**src/rtl/mac_grid_mm.sv**
```systemverilog
module mac_grid_mm #(
  parameter int N  = 4,
  parameter int DW = 8
) (
  input  logic              clk,
  input  logic              rst_n,
  input  logic              start,
  input  logic [N*N*DW-1:0] a_mat,
  input  logic [N*N*DW-1:0] b_mat,
  output logic              busy,
  output logic              done,
  output logic              out_valid,
  output logic [N*(2*DW+$clog2(N))-1:0] res_row
);
  localparam int AW = 2*DW + $clog2(N);
  localparam int CW = $clog2(3*N);
  localparam logic [CW-1:0] LAST_COMP  = CW'(3*N-3);
  localparam logic [CW-1:0] LAST_DRAIN = CW'(N-1);

  typedef enum logic [1:0] {IDLE, COMP, DRAIN} st_t;
  st_t st;
  logic [CW-1:0] cnt;

  logic signed [DW-1:0] feed_a [N];
  logic signed [DW-1:0] feed_b [N];
  logic signed [DW-1:0] a_reg  [N][N];
  logic signed [DW-1:0] b_reg  [N][N];
  logic signed [AW-1:0] acc    [N][N];
  logic signed [DW-1:0] a_in   [N][N];
  logic signed [DW-1:0] b_in   [N][N];
  logic signed [AW-1:0] above  [N][N];

  always_comb begin
    for (int i = 0; i < N; i++) begin
      int k;
      k = int'(cnt) - i;
      feed_a[i] = '0;
      feed_b[i] = '0;
      if (st == COMP && k >= 0 && k < N) begin
        feed_a[i] = a_mat[(i*N+k)*DW +: DW];
        feed_b[i] = b_mat[(k*N+i)*DW +: DW];
      end
    end
  end

  for (genvar r = 0; r < N; r++) begin : g_row
    for (genvar c = 0; c < N; c++) begin : g_col
      if (c == 0) begin : g_ledge
        assign a_in[r][c] = feed_a[r];
      end else begin : g_lin
        assign a_in[r][c] = a_reg[r][c-1];
      end
      if (r == 0) begin : g_tedge
        assign b_in[r][c]  = feed_b[c];
        assign above[r][c] = '0;
      end else begin : g_tin
        assign b_in[r][c]  = b_reg[r-1][c];
        assign above[r][c] = acc[r-1][c];
      end
    end
  end

  for (genvar c = 0; c < N; c++) begin : g_out
    assign res_row[c*AW +: AW] = acc[N-1][c];
  end

  assign busy      = (st != IDLE);
  assign out_valid = (st == DRAIN);

  always_ff @(posedge clk or negedge rst_n) begin
    if (!rst_n) begin
      st   <= IDLE;
      cnt  <= '0;
      done <= 1'b0;
    end else begin
      done <= 1'b0;
      case (st)
        IDLE: if (start) begin
          st  <= COMP;
          cnt <= '0;
        end
        COMP: if (cnt == LAST_COMP) begin
          st  <= DRAIN;
          cnt <= '0;
        end else cnt <= cnt + 1'b1;
        DRAIN: if (cnt == LAST_DRAIN) begin
          st   <= IDLE;
          cnt  <= '0;
          done <= 1'b1;
        end else cnt <= cnt + 1'b1;
        default: st <= IDLE;
      endcase
    end
  end

  always_ff @(posedge clk or negedge rst_n) begin
    if (!rst_n) begin
      for (int r = 0; r < N; r++)
        for (int c = 0; c < N; c++) begin
          a_reg[r][c] <= '0;
          b_reg[r][c] <= '0;
          acc[r][c]   <= '0;
        end
    end else begin
      for (int r = 0; r < N; r++)
        for (int c = 0; c < N; c++) begin
          if (st == IDLE && start) begin
            a_reg[r][c] <= '0;
            b_reg[r][c] <= '0;
            acc[r][c]   <= '0;
          end else if (st == COMP) begin
            a_reg[r][c] <= a_in[r][c];
            b_reg[r][c] <= b_in[r][c];
            acc[r][c]   <= acc[r][c] + AW'(a_in[r][c]) * AW'(b_in[r][c]);
          end else if (st == DRAIN) begin
            acc[r][c]   <= above[r][c];
          end
        end
    end
  end
endmodule

```
**config.mk**
```make
export PLATFORM = sky130hd
export DESIGN_NAME = mac_grid_mm
export DESIGN_NICKNAME = d
export VERILOG_FILES = /design/src/rtl/mac_grid_mm.sv
export SDC_FILE = /design/constraint.sdc
export NUM_CORES = 2
export LEC_CHECK = 0
export BUFFER_PORTS_ARGS = -buffer_cell sky130_fd_sc_hd__buf_2
export CAP_MARGIN = 20
export CORE_MARGIN = 2
export CORE_UTILIZATION = 57
export DETAILED_ROUTE_END_ITERATION = 10
export PLACE_DENSITY = 0.75
export SYNTH_ARGS = -nofsm -noshare
export SYNTH_HDL_FRONTEND = slang
export SYNTH_SLANG_ARGS = --single-unit
```
**constraint.sdc**
```tcl
create_clock -name clk -period 9.5 [get_ports clk]
set_input_delay 0.475 -clock clk [delete_from_list [all_inputs] [get_ports clk]]
set_output_delay 0.475 -clock clk [all_outputs]
set_load 0.01 [all_outputs]
```
==> results.yml <==
finish:
  layout_commonest_cell: "inv_1"
  final_cell_mix: "1599 x inv_1, 1284 x fa_1, 683 x ha_1, 623 x nand2_1, 485 x dfrtp_1"
  fin_cells: 9825
  finalNetCount: 10200
  utilization_pct: 61.0
  syn2layout_area_growth_pct: 6.49
  drive_above_1_share_pct: 8.04
pwr:
  peakVddDrop_v: 0.000408
  leakage_nw: 41.5
  powerDensity_nw_per_um2: 191
synth:
  syn_nets: 10100
  synth_area_um2: 77300
  synth_xor_area_share_pct: 3.34
  synth_top_cell_by_area: "fa_1"
  synth.avg_cell_area_um2: 9.77
  synthMuxAreaShare_pct: 7.78
  async_flop_share_pct: 100
  synth_top_family_by_area: "adder cells"
  synth_edf_count: 0
  ys_seq_area_share_pct: 15.8
  synth.distinct_cells: 84
  synthCells: 7909
  synth_compound_area_share_pct: 7.58
  ys.flop_type: "dfrtp_1"
  synth_top_area_share_pct: 33.3
  ys_top_cells_by_area: "fa_1 33%, dfrtp_1 16%, ha_1 11%, inv_1 7.8%, mux2i_1 3.6%"
  synth_adder_area_share_pct: 44.4
  yosys_warnings: 0
  yosys.area_share.simple_pct: 11.4
  ys_seq_elements: 487
timing:
  worst_pin_slew_ps: 1150
  finalCritPeriodShare_pct: 91.2
  max_clock_freq_mhz: 115
  tns_ps: 0
  clock_skew_ps: 43.2
  holdWs_ps: 290
  relSlewSlack_pct: 22.0
  hold_viol_final: 0
  report.final.slew_viol_count: 0
  rsz0062_at_grt: "false"
  min_period_ps: 8670
  finalSetupViolCount: 0
floorplanning:
  die_h_um: 372
  core-area_um2: 135000
  io_pins: 334
  dieArea_um2: 139000
  rows: 135
  start_util_pct: 57.3
  die_x_um: 372
critical_path:
  rrSetupSlack_ps: 830
  r2r_start: "cnt[1]"
  cp-startpoint: "cnt[1]"
  timing.rr.end: "res_row[17]"
  cp_top_family: "adder cells"
  crit_end: "res_row[17]"
  cp_max_fo: 46
  crit_top_cell: "fa_1"
  crit_type: "register to register"
  rr_worst_depth: 24
  arrival_ps: 9260
  worst-path-buf-inv: 3
  start_kind: "register"
  critPathCaptureType: "register"
  crit_chain: "buf_4, ha_1, a21oi_1, xnor2_1, ha_1, mux4_2, mux2i_1, nor2_2, and2_1, inv_1, fa_1, inv_1, fa_1, fa_1, fa_1, fa_1, ha_1, nor4_1, o2111ai_1, a41o_1, a21oi_1, a21oi_1, xnor2_1, o21ba_2"
  crit_cells: 24
  slowest_delay_ps: 900
  worst_path_max_delay_cell: "ha_1"
  crit_required_ps: 10090
worst_hold_path:
  hold-path-cell-count: 3
  hold_class: "input port to register"
placement:
  gp_congestion: 1.00
  hpwl_um: 169000
  dpl.cell_count: 9706
  placement.io_buffers: 333
cts:
  cts.repair.resized: 0
  postCtsSetupBuffers: 0
  cts_root_buf: "clkbuf_16"
  cts_tree: "yes"
  h-tree-depth: 2
  cts.sinks: 487
  cts_hold_buf: 1
  clkTransAtPathRegs_ps: 70
  cts_buffer_depth: 3
  clk_latency_ps: 710
  numCtsBuffers: 60
detailed_routing:
  ant_nets: 0
  num_vias: 56900
  wire_per_inst_um: 21.7
  drt_iter0_drc: 4637
  drc: 0
  vias_per_cell: 5.79
  drt-total-wl_um: 213000
  first_pass_iters: 6
job:
  max_cap_viol_count: 0
global_routing:
  first_global_vias: 61300
  grt_use_total_pct: 32.1
  grt_pass1_wl_um: 345000
  grt.overflow.total: 0
  grt_antenna_before_repair: 10
  grt_max_degree: 157
outcome:
  status: "finished clean"
==> logic make-up (layout without fill, tap and decap cells) <==
kind of cell | count (synthesis) | in the layout
adder cells (fa/ha/maj) | 1970 | 1970
buffers and inverters | 1964 | 2094
AND/OR/NAND/NOR | 1853 | 1853
AO/OA/AOI/OAI | 918 | 918
flip-flops | 487 | 487
multiplexers | 422 | 422
XOR/XNOR | 295 | 295
other | 0 | 5
==> state kept, by name, summed over array words and instances (netlist names) <==
signal,cells
a_in,96
above,216
b_in,96
cnt,4
done,1
res_row,72
st,2
==> worst min path at each step <==
| stage | from | end | slack (ps) |
|---|---|---|---|
| 3_5_place_dp | rst_n | a_in[19] | 530 |
| 2_1_floorplan | rst_n | a_in[0] | 180 |
| 3_3_place_gp | rst_n | a_in[23] | 530 |
| 5_1_grt | b_mat[0] | b_in[88] | 300 |
| 6_report | b_mat[0] | b_in[88] | 290 |
| 4_1_cts | b_mat[0] | b_in[88] | 270 |
==> synthesized netlist by cell type (7+ instances only) <==
master / count
mux4_1: 24
a21oi_1: 272
nand2_1: 626
nand2b_1: 109
o21bai_1: 14
buf_1: 39
nor3_1: 40
buf_6: 13
nand3_1: 23
buf_2: 7
o211ai_1: 12
a221oi_1: 7
mux4_2: 109
mux2_2: 12
inv_1: 1600
o31ai_1: 10
fa_1: 1284
clkbuf_1: 287
or3_1: 12
o22ai_1: 41
o21a_1: 42
a211o_1: 9
a22oi_1: 8
a21o_1: 49
a31oi_1: 17
mux2i_1: 275
and2_1: 426
nor2_1: 474
o21ai_0: 203
dfrtp_1: 487
ha_1: 686
xor2_1: 112
a22o_1: 43
and3_1: 42
o211a_1: 23
nor3b_1: 10
nor2b_1: 52
a211oi_1: 112
xnor2_1: 183
nor4_1: 8
or2_2: 15
==> area by class of cell <==
cell class / count / area (um2)
tap: 1781 / 2230
clock buffer: 81 / 1710
timing repair buffer: 376 / 2040
antenna: 5 / 12.5
clock inverter: 31 / 463
inverter: 1606 / 6030
sequential: 487 / 12200
multi-input combinational: 5458 / 57600
fill: 11100 / 52700
==> where the power goes <==
group	internal [mW]	leakage, nW	switching [mW]	total, mW
clock network	1.53	1.05	1.05	2.58
logic	3.90	33.9	5.90	9.80
registers	2.53	6.55	0.832	3.36
total	7.96	41.5	7.78	15.7
==> worst min-delay path, stage by stage <==
cell	delay (ps)
buf_2	70
mux4_2	280
a22o_1	130
==> metal layers <==
metal	routed length, um	up-vias	global-route usage (%)
li1	-	25000	-
met1	89300	29300	45.0
met3	18400	369	6.24
met4	7460	6	10.3
met5	44	-	0
met2	97600	2266	50.6
==> stage by stage <==
step                setup slack [ps]  total power [mW]  instance area [um2]
detailed placement               984              13.0                80100
CTS                              928              15.7                82300
floorplan                       1650              10.1                77300
global route                     324              17.0                82300
finish                           832              15.7                82300
global placement                1160              12.7                80100
(Power assumes the default switching activity.)
